$ cat config.mk
export PLATFORM = sky130hd
export DESIGN_NAME = bz_stair_gen
export DESIGN_NICKNAME = d
export VERILOG_FILES = /design/src/rtl/bz_stair_pkg.sv /design/src/rtl/bz_bitclk.sv /design/src/rtl/bz_seq.sv /design/src/rtl/bz_ser.sv /design/src/rtl/bz_stair_gen.sv
export SDC_FILE = /design/constraint.sdc
export NUM_CORES = 1
export LEC_CHECK = 0
export ABC_AREA = 1
export BUFFER_PORTS_ARGS = -buffer_cell sky130_fd_sc_hd__buf_4
export CAP_MARGIN = 20
export CORE_MARGIN = 2
export CORE_UTILIZATION = 45
export DETAILED_ROUTE_END_ITERATION = 10
export PLACE_DENSITY = 0.59
export SLEW_MARGIN = 20
export SYNTH_ARGS = -nofsm -noshare
export SYNTH_HDL_FRONTEND = slang
export SYNTH_SLANG_ARGS = --single-unit
$ cat constraint.sdc
create_clock -name clk -period 1.7 [get_ports clk]
set_clock_uncertainty 0.2 [all_clocks]
set_input_delay 0.255 -clock clk [delete_from_list [all_inputs] [get_ports clk]]
set_output_delay 0.255 -clock clk [all_outputs]
set_load 0.01 [all_outputs]
$ cat src/rtl/bz_stair_pkg.sv
package bz_stair_pkg;

    // serial word layout
    localparam int SAMPLE_W   = 20;
    localparam int PAD_W      = 4;
    localparam int FRAME_W    = SAMPLE_W + PAD_W;
    localparam int SLOT_W     = $clog2(FRAME_W);
    localparam int LATCH_LOW  = 2;   // slots at the start of a frame with the strobe low
    localparam int MAG_W      = 16;  // widest amplitude the sample builder accepts

    typedef logic signed [SAMPLE_W-1:0] sample_t;
    typedef logic [FRAME_W-1:0]         frame_t;

    // which half of a square-wave period is playing
    typedef enum logic {
        HALF_POS = 1'b0,
        HALF_NEG = 1'b1
    } half_e;

    // what the sequencer hands to the serializer
    typedef struct packed {
        half_e            half;
        logic [MAG_W-1:0] mag;
    } tone_t;

    // signed sample from a magnitude and a half-period selector
    function automatic sample_t mk_sample(input tone_t t);
        sample_t m;
        m = sample_t'(t.mag);
        return (t.half == HALF_NEG) ? -m : m;
    endfunction

    // pad bits go first, then the sample MSB first
    function automatic frame_t mk_frame(input sample_t s);
        return {{PAD_W{1'b0}}, s};
    endfunction

endpackage

$ cat src/rtl/bz_bitclk.sv
module bz_bitclk #(
    parameter int HALF_DIV = 4
) (
    input  logic clk,
    input  logic rst,
    output logic bclk_o,
    output logic fall_o
);
    localparam int DIV_W = (HALF_DIV > 1) ? $clog2(HALF_DIV) : 1;
    localparam logic [DIV_W-1:0] DIV_LAST = DIV_W'(HALF_DIV - 1);
    localparam logic [DIV_W-1:0] DIV_ONE  = DIV_W'(1);

    logic [DIV_W-1:0] div_q;
    logic             bclk_q;
    logic             flip;

    assign flip   = (div_q == DIV_LAST);
    assign fall_o = flip && bclk_q;
    assign bclk_o = bclk_q;

    always_ff @(posedge clk) begin
        if (rst) begin
            div_q  <= '0;
            bclk_q <= 1'b0;
        end else if (flip) begin
            div_q  <= '0;
            bclk_q <= ~bclk_q;
        end else begin
            div_q  <= div_q + DIV_ONE;
        end
    end


    bclk_hold_chk: assert property (@(posedge clk) disable iff (rst)
        !flip |=> $stable(bclk_q));

endmodule

$ cat src/rtl/bz_seq.sv
module bz_seq
    import bz_stair_pkg::*;
#(
    parameter int PERIOD  = 8,
    parameter int DWELL   = 10,
    parameter int MAX_AMP = 10,
    localparam int SEG_W  = (MAX_AMP > 0) ? $clog2(MAX_AMP + 1) : 1,
    localparam int PER_W  = (DWELL > 1) ? $clog2(DWELL) : 1
) (
    input  logic             clk,
    input  logic             rst,
    input  logic             adv_i,
    output sample_t          sample_o,
    output logic [SEG_W-1:0] seg_o,
    output logic [PER_W-1:0] per_o,
    output logic [SEG_W-1:0] amp_o,
    output logic             sos_o
);
    localparam int PH_W = (PERIOD > 1) ? $clog2(PERIOD) : 1;
    localparam logic [PH_W-1:0]  PH_LAST  = PH_W'(PERIOD - 1);
    localparam logic [PH_W-1:0]  PH_HALF  = PH_W'(PERIOD / 2);
    localparam logic [PH_W-1:0]  PH_ONE   = PH_W'(1);
    localparam logic [PER_W-1:0] PER_LAST = PER_W'(DWELL - 1);
    localparam logic [PER_W-1:0] PER_ONE  = PER_W'(1);
    localparam logic [SEG_W-1:0] SEG_LAST = SEG_W'(MAX_AMP);
    localparam logic [SEG_W-1:0] SEG_ONE  = SEG_W'(1);

    logic [PH_W-1:0]  phase_q;
    logic [PER_W-1:0] per_q;
    logic [SEG_W-1:0] seg_q;
    logic [SEG_W-1:0] amp_q;
    logic             sos_q;
    logic             end_period;
    logic             end_segment;
    tone_t            tone;

    assign end_period  = adv_i && (phase_q == PH_LAST);
    assign end_segment = end_period && (per_q == PER_LAST);

    always_ff @(posedge clk) begin
        if (rst) begin
            phase_q <= '0;
            per_q   <= '0;
            seg_q   <= '0;
            amp_q   <= '0;
            sos_q   <= 1'b0;
        end else begin
            sos_q <= 1'b0;
            if (adv_i) begin
                if (!end_period) begin
                    phase_q <= phase_q + PH_ONE;
                end else begin
                    phase_q <= '0;
                    if (!end_segment) begin
                        per_q <= per_q + PER_ONE;
                    end else begin
                        per_q <= '0;
                        if (seg_q == SEG_LAST) begin
                            seg_q <= '0;
                            amp_q <= '0;
                            sos_q <= 1'b1;
                        end else begin
                            seg_q <= seg_q + SEG_ONE;
                            amp_q <= amp_q + SEG_ONE;
                        end
                    end
                end
            end
        end
    end

    always_comb begin
        tone.half = (phase_q >= PH_HALF) ? HALF_NEG : HALF_POS;
        tone.mag  = MAG_W'(amp_q);
    end

    assign sample_o = mk_sample(tone);
    assign seg_o    = seg_q;
    assign per_o    = per_q;
    assign amp_o    = amp_q;
    assign sos_o    = sos_q;


    seg_step_chk: assert property (@(posedge clk) disable iff (rst)
        (end_segment && seg_q != SEG_LAST) |=> (seg_q == $past(seg_q) + SEG_ONE));


    wrap_pulse_chk: assert property (@(posedge clk) disable iff (rst)
        (end_segment && seg_q == SEG_LAST) |=> (sos_q && seg_q == '0 && per_q == '0));


    wrap_single_chk: assert property (@(posedge clk) disable iff (rst)
        sos_q |=> !sos_q);


    idle_hold_chk: assert property (@(posedge clk) disable iff (rst)
        !adv_i |=> ($stable(phase_q) && $stable(per_q) && $stable(seg_q)));

endmodule

$ cat src/rtl/bz_ser.sv
module bz_ser
    import bz_stair_pkg::*;
(
    input  logic    clk,
    input  logic    rst,
    input  logic    bclk_i,
    input  logic    fall_i,
    input  sample_t sample_i,
    output logic    adv_o,
    output logic    data_o,
    output logic    latch_o
);
    localparam logic [SLOT_W-1:0] SLOT_LAST = SLOT_W'(FRAME_W - 1);
    localparam logic [SLOT_W-1:0] SLOT_ONE  = SLOT_W'(1);
    localparam logic [SLOT_W-1:0] LE_SLOT   = SLOT_W'(LATCH_LOW);
    localparam logic [SLOT_W-1:0] LE_PREV   = SLOT_W'(LATCH_LOW - 1);

    logic [SLOT_W-1:0] slot_q;
    frame_t            shreg_q;
    frame_t            frame;
    logic              data_q;
    logic              latch_q;
    logic              wrap;

    assign wrap  = (slot_q == SLOT_LAST);
    assign adv_o = fall_i && wrap;

    always_comb begin
        if (wrap) frame = mk_frame(sample_i);
        else      frame = shreg_q;
    end

    always_ff @(posedge clk) begin
        if (rst) begin
            slot_q  <= SLOT_LAST;
            shreg_q <= '0;
            data_q  <= 1'b0;
            latch_q <= 1'b0;
        end else if (fall_i) begin
            slot_q  <= wrap ? '0 : slot_q + SLOT_ONE;
            data_q  <= frame[FRAME_W-1];
            shreg_q <= frame << 1;
            if (wrap)
                latch_q <= 1'b0;
            else if (slot_q == LE_PREV)
                latch_q <= 1'b1;
        end
    end

    assign data_o  = data_q;
    assign latch_o = latch_q;


    data_edge_chk: assert property (@(posedge clk) disable iff (rst)
        !$stable(data_q) |-> $fell(bclk_i));


    latch_fall_chk: assert property (@(posedge clk) disable iff (rst)
        $fell(latch_q) |-> (slot_q == '0));


    latch_rise_chk: assert property (@(posedge clk) disable iff (rst)
        $rose(latch_q) |-> (slot_q == LE_SLOT));


    adv_single_chk: assert property (@(posedge clk) disable iff (rst)
        adv_o |=> !adv_o);

endmodule

$ cat src/rtl/bz_stair_gen.sv
module bz_stair_gen
    import bz_stair_pkg::*;
#(
    parameter int PERIOD   = 8,
    parameter int DWELL    = 10,
    parameter int MAX_AMP  = 10,
    parameter int HALF_DIV = 4,
    localparam int SEG_W   = (MAX_AMP > 0) ? $clog2(MAX_AMP + 1) : 1,
    localparam int PER_W   = (DWELL > 1) ? $clog2(DWELL) : 1
) (
    input  logic             clk,
    input  logic             rst,
    output logic             bit_clk,
    output logic             bit_data,
    output logic             word_latch,
    output logic [SEG_W-1:0] seg_idx,
    output logic [PER_W-1:0] period_idx,
    output logic [SEG_W-1:0] amp_lsb,
    output logic             restart
);
    logic    fall;
    logic    adv;
    sample_t sample;

    bz_bitclk #(
        .HALF_DIV (HALF_DIV)
    ) u_bitclk (
        .clk    (clk),
        .rst    (rst),
        .bclk_o (bit_clk),
        .fall_o (fall)
    );

    bz_seq #(
        .PERIOD  (PERIOD),
        .DWELL   (DWELL),
        .MAX_AMP (MAX_AMP)
    ) u_seq (
        .clk      (clk),
        .rst      (rst),
        .adv_i    (adv),
        .sample_o (sample),
        .seg_o    (seg_idx),
        .per_o    (period_idx),
        .amp_o    (amp_lsb),
        .sos_o    (restart)
    );

    bz_ser u_ser (
        .clk      (clk),
        .rst      (rst),
        .bclk_i   (bit_clk),
        .fall_i   (fall),
        .sample_i (sample),
        .adv_o    (adv),
        .data_o   (bit_data),
        .latch_o  (word_latch)
    );

endmodule

**Word-level counts from Yosys, hierarchy flattened**

Index checks and enable logic that the tools add are counted.

- Reductions and logical operators: 10
- Div/mod/pow operators: 0
- Muxes and demuxes: 11
- Add/subtract/negate cells: 7
- Multipliers: 0
- Shift operators: 0
- Equality and inequality tests: 6
- Bitwise operators: 4
- $lt $le $gt $ge: 1

Operator list:

| operator | count |
|---|---|
| $mux 24 | 1 |
| $mux 20 | 1 |
| $neg 4->20 | 1 |
| $add 4x1->4 const B | 3 |
| $mux 4 | 3 |
| $eq 4x4->1 const B | 2 |
| $add 5x1->5 const B | 1 |
| $eq 5x1->1 const B | 1 |
| $eq 5x5->1 const B | 1 |
| $mux 5 | 1 |
| $logic_and 1x1->1 | 4 |
| $mux 1 | 4 |
| $not 1->1 | 4 |
| $reduce_and 2->1 | 2 |
| $reduce_or 4->1 | 1 |
| $add 3x1->3 const B | 1 |
| $eq 3x3->1 const B | 1 |
| $ge 3x3->1 const B | 1 |
| $mux 3 | 1 |
| $reduce_and 3->1 | 1 |
| $add 2x1->2 const B | 1 |
| $eq 2x2->1 const B | 1 |
| $reduce_bool 2->1 | 1 |
| $reduce_or 2->1 | 1 |

- Register bits after elaboration: 49
- Memories: 0
- Word-level logic and storage cells: 50
- ROM bits: 0
- Memory bits (writable): 0
- Latch bits: 0

**Longest topological paths before layout**

- Depth in word-level cells: 7
- Mapped depth: 9

**By module**

From an unflattened synthesis, not the netlist that was laid out.

- Cell total of the unflattened synthesis: 372
- Area total of the unflattened synthesis: 2790.2 um2

Modules (own cells, without submodules):

| module | times used | cells an instance | area an instance (um2) |
|---|---|---|---|
| bz_ser | 1 | 216 | 1635.3 |
| bz_seq | 1 | 144 | 1047.3 |
| bz_bitclk | 1 | 12 | 107.6 |

**Worst setup path before layout**

Ideal clock, no wire load.

- Path type: reg-to-reg
- Start point: reg u_ser.slot_q[0]
- End point: reg u_ser.shreg_q[18]
- Library setup time: 0.122 ns
- Data required time: 1.378 ns
- Arrival: 1.272 ns
- Period minus slack after synthesis: 1.593 ns
- Setup slack: 0.107 ns
- Buffers on the path: 2
- Cell stages (with the launch flop): 9
- Path through: dfxtp_1 > ha_1 > nand2_1 > inv_1 > nand2_2 > buf_4 > buf_4 > a21oi_1 > a21oi_1

- Longest elaborated chain between the ends: 2

RTL lines:

| element | line | source |
|---|---|---|
| from (decl) | bz_ser.sv:18 | `logic [SLOT_W-1:0] slot_q;` |
| from (signal assigned) | bz_ser.sv:40 | `slot_q <= wrap ? '0 : slot_q + SLOT_ONE;` |
| $eq 5x5->1 | bz_ser.sv:25 | `assign wrap = (slot_q == SLOT_LAST);` |
| $mux 24 | bz_ser.sv:29 | `if (wrap) frame = mk_frame(sample_i);` |
| to (signal assigned) | bz_ser.sv:42 | `shreg_q <= frame << 1;` |
| to (decl) | bz_ser.sv:19 | `frame_t shreg_q;` |

Every way passes these cells.
A chain may end at the register's enable or synchronous reset.

**Worst setup path in the final report**

- Start point: reg u_ser.slot_q[0]
- End point: reg u_ser.shreg_q[13]

Same word-level chain as after synthesis.

==> flow_summary.yaml <==
grt:
  groute.usage.overall_pct: 19.10
  antenna_found_initial: 0
  maximum_number_of_pins_on_one_net_before_global_route_repair: 30
  grt.overflow.total: 0
  grt_pass1_vias: 1808
  grt_first_pass_wirelength_um: 8286
clock_network:
  cts_tree: "done"
  clk_pin_slew_worst_paths_ns: 0.09
  cts_htree_levels: 2
  clkLatencyLatePin_ns: 0.30
  cts_made_buffers: 5
  cts_root_buffer: "clkbuf_8"
  ctsLongestPathBuffers: 2
  clock_sink_count: 49
floorplan:
  core_region_area_um2: 4755
  fp.dieH_um: 74.59
  die_w_um: 74.59
  floorplan.die_area_um2: 5563
  initial_utilization_pct: 47.16
  core.rowCount: 25
  ioPinCount: 18
critical_path:
  critPathLaunchType: "flop"
  crit_type: "flop to flop"
  crit_slowest_cell: "dfxtp_1"
  critPathRequiredTime_ns: 1.74
  worst-endpoint-arrival_ns: 1.63
  r2r-start: "u_ser.slot_q[0]$_SDFFE_PP1P_"
  capture_point_of_the_worst_reg_to_reg_path: "u_ser.shreg_q[13]$_SDFFE_PP0P_"
  reg2reg_slack_ns: 0.11
  cp-end-kind: "flop"
  r2r_cells: 8
  max_stage_delay_ns: 0.35
  crit_path_frequent_cell: "nand2_2"
  ordered_list_of_cells_on_the_worst_path: "ha_1, nand2_2, inv_1, nand2_2, inv_2, nand3_1, buf_4, a21oi_1"
  max_fo_critical_path: 9
drt:
  drc_errors: 0
  drtAntennaViolNets: 0
  per_cell_routed_wire_length_um: 12.12
  detail_route.vias_per_cell: 5.003
  vias: 1966
  drt_wl_total_um: 4763
  first_pass_iters: 4
  detailed_route_iter0_violations: 97
layout:
  register_area_um2: 983.4
  area_growth_syn_to_layout_pct: 24.39
  final_cells: 393
  final.fill_count: 463
  footprint_of_the_multi_input_gates_um2: 1137
  num-nets-final: 338
  drive_above_1_share_pct: 20.25
  antenna_cell_count: 0
sta:
  min_period_over_period_pct: 93.78
  maxSlewHeadroom_pct: 80.93
  rsz0062_at_grt: "true"
  postLayoutSetupSlackWorst_ns: 0.1057
  setup_tns_ns: 0
  fmax_mhz: 627.3
  timing.final.crit_period_ns: 1.594
  worst_pin_slew_ns: 0.2852
  slew_viol_final: 0
  final_setup_fails: 0
  hold_viol_final: 0
placed_design:
  globalplace.congestion: 0.7612
  pre_cts_ws_ns: -0.01967
  final_hpwl_dp_um: 3226
  port_buffers: 17
  place_inst: 380
synthesis:
  sequential_element_share_of_the_synthesized_area_pct: 43.75
  post_synth_num_cell_types: 29
  synth_fp_nets: 300
  syn_inst: 287
  syn_area_um2: 2242
  syn-mean-instance-area_um2: 7.812
  yosys_warnings: 0
  ys_seq_elements: 49
min_path:
  holdCritPathClass: "primary input to flop"
  min-delay-start: "rst"
  holdPathEnd: "u_seq.seg_o[2]$_SDFFE_PP0P_"
  hold_depth: 2
run_status:
  run_status: "complete, no violations"
power_and_ir_drop:
  power.leakage_nw: 1.271
  p_per_area_nw_per_um2: 762.7
  vdd.ir_drop.worst_v: 0.0004964
run:
  maximum_capacitance_violations: 0
metal layers:
metal,GRT usage (%),vias up,share of wire (%)
met5,0,-,0
met4,5.952,0,1.1
met3,4.607,6,3.4
met2,28.81,35,44
met1,27.05,893,51
li1,-,1032,-
sequential cells by signal, summed over array words and instances (netlist names):
signal           flops
u_ser.slot_q         5
u_seq.seg_o          4
u_bitclk.bclk_o      1
u_ser.latch_o        1
u_seq.sos_o          1
u_seq.phase_q        3
u_seq.per_o          4
u_seq.amp_o          4
u_ser.data_o         1
u_bitclk.div_q       2
u_ser.shreg_q       23
kinds of logic (layout without fill, tap and decap cells):
| family | Yosys count | after routing | synth area share, % |
|---|---|---|---|
| buf+inv | 47 | 85 | 8.482 |
| flops | 49 | 49 | 43.75 |
| simple gates | 100 | 101 | 21.65 |
| xor+xnor | 5 | 5 | 1.953 |
| compound gates | 75 | 75 | 18.02 |
| fa+ha+maj | 11 | 11 | 6.138 |
worst max path at each step:
stage | from | endpoint | slack [ns] | cells after the start
floorplan | u_ser.slot_q[0]$_SDFFE_PP1P_ | u_ser.shreg_q[18]$_SDFFE_PP0P_ | 0.11 | 8
global placement | u_bitclk.div_q[0]$_SDFF_PP0_ | u_seq.per_o[2]$_SDFFE_PP0P_ | 0.02 | 8
detailed placement | u_bitclk.div_q[0]$_SDFF_PP0_ | u_seq.per_o[3]$_SDFFE_PP0P_ | -0.02 | 8
CTS | u_seq.phase_q[0]$_SDFFE_PP0P_ | u_seq.per_o[3]$_SDFFE_PP0P_ | 0.005 | 7
global route | u_ser.slot_q[0]$_SDFFE_PP1P_ | u_ser.shreg_q[19]$_SDFFE_PP0P_ | -0.02 | 8
finish | u_ser.slot_q[0]$_SDFFE_PP1P_ | u_ser.shreg_q[13]$_SDFFE_PP0P_ | 0.11 | 8
layout make-up:
class,count,area share [%]
flip-flops and latches,49,35.26
clock buffers,6,2.961
clock inverters,2,1.346
inverters,37,4.980
repair buffers,40,11.66
well taps,67,3.006
multi-input cells,192,40.78
report_power, final:
part           leakage, nW  internal, W  switching [W]
Clock               0.0574     0.000478       0.000394
Combinational        0.818    0.0000340      0.0000508
Sequential           0.396      0.00116      0.0000101
critical path: cells and delay by family, from the launching register on:
kind,cells,cell delay (ns)
buffers and inverters,3,0.39
flip-flops,1,0.35
AND/OR/NAND/NOR,3,0.26
adder cells (fa/ha/maj),1,0.18
AO/OA/AOI/OAI,1,0.15
repair_timing:
item | in CTS | in global routing
endpoints found under the setup margin | 7 | 25
gates resized for setup | 1 | 13
hold buffers | 0 | 0
setup buffers | 3 | 1
pin swaps | 2 | 4
gates cloned | 1 | 0
metrics by stage:
stage / hold slack (ns) / util [%] / total power (W) / cell area [um2]
6_report: 0.05009 / 58.66 / 0.002127 / 2789
5_1_grt: 0.05703 / 58.66 / 0.002210 / 2789
4_1_cts: 0.03000 / 57.39 / 0.002142 / 2729
3_5_place_dp: 0.2433 / 54.05 / 0.001273 / 2570
3_3_place_gp: 0.2123 / 54.05 / 0.001272 / 2570
2_1_floorplan: 0.2043 / - / 0.001244 / 2242
cell usage in the layout (no fill, tap or decap), types with 2 or more instances in the layout:
cell type | netlist | final
nand2_1 | 43 | 42
ha_4 | 0 | 2
nor3_1 | 4 | 4
ha_1 | 11 | 8
o31ai_1 | 2 | 2
dfxtp_1 | 49 | 47
xor2_1 | 4 | 4
inv_1 | 35 | 35
nand2_2 | 2 | 2
o22ai_1 | 3 | 3
nor2_4 | 2 | 4
nand4_1 | 10 | 10
inv_2 | 2 | 2
a21oi_1 | 35 | 35
o21ai_0 | 27 | 26
nand3_4 | 1 | 2
buf_12 | 0 | 2
buf_4 | 2 | 38
clkbuf_8 | 0 | 6
a21o_1 | 3 | 3
dfxtp_2 | 0 | 2
o211ai_1 | 4 | 4
nor2_1 | 17 | 16
nand3_1 | 17 | 16
Yosys cell counts (all sizes together):
cell    instances  area share, %
xor2            4            1.6
a21oi          35            7.8
nor3b           1           0.33
o31ai           2           0.67
o21bai          1           0.33
o211ai          4            1.3
nor2           21            5.0
o21ai          27            6.0
o22ai           3           0.84
nand3          18            4.6
nand4          10            2.8
nor3            4           0.89
buf             6            1.6
ha             11            6.1
dfxtp          49             44
clkbuf          4           0.73
nand2          45            7.8
inv            37            6.2
and2            1           0.28
xnor2           1           0.39
a21o            3            1.0
No activity file was read; power rests on OpenSTA's default activity.
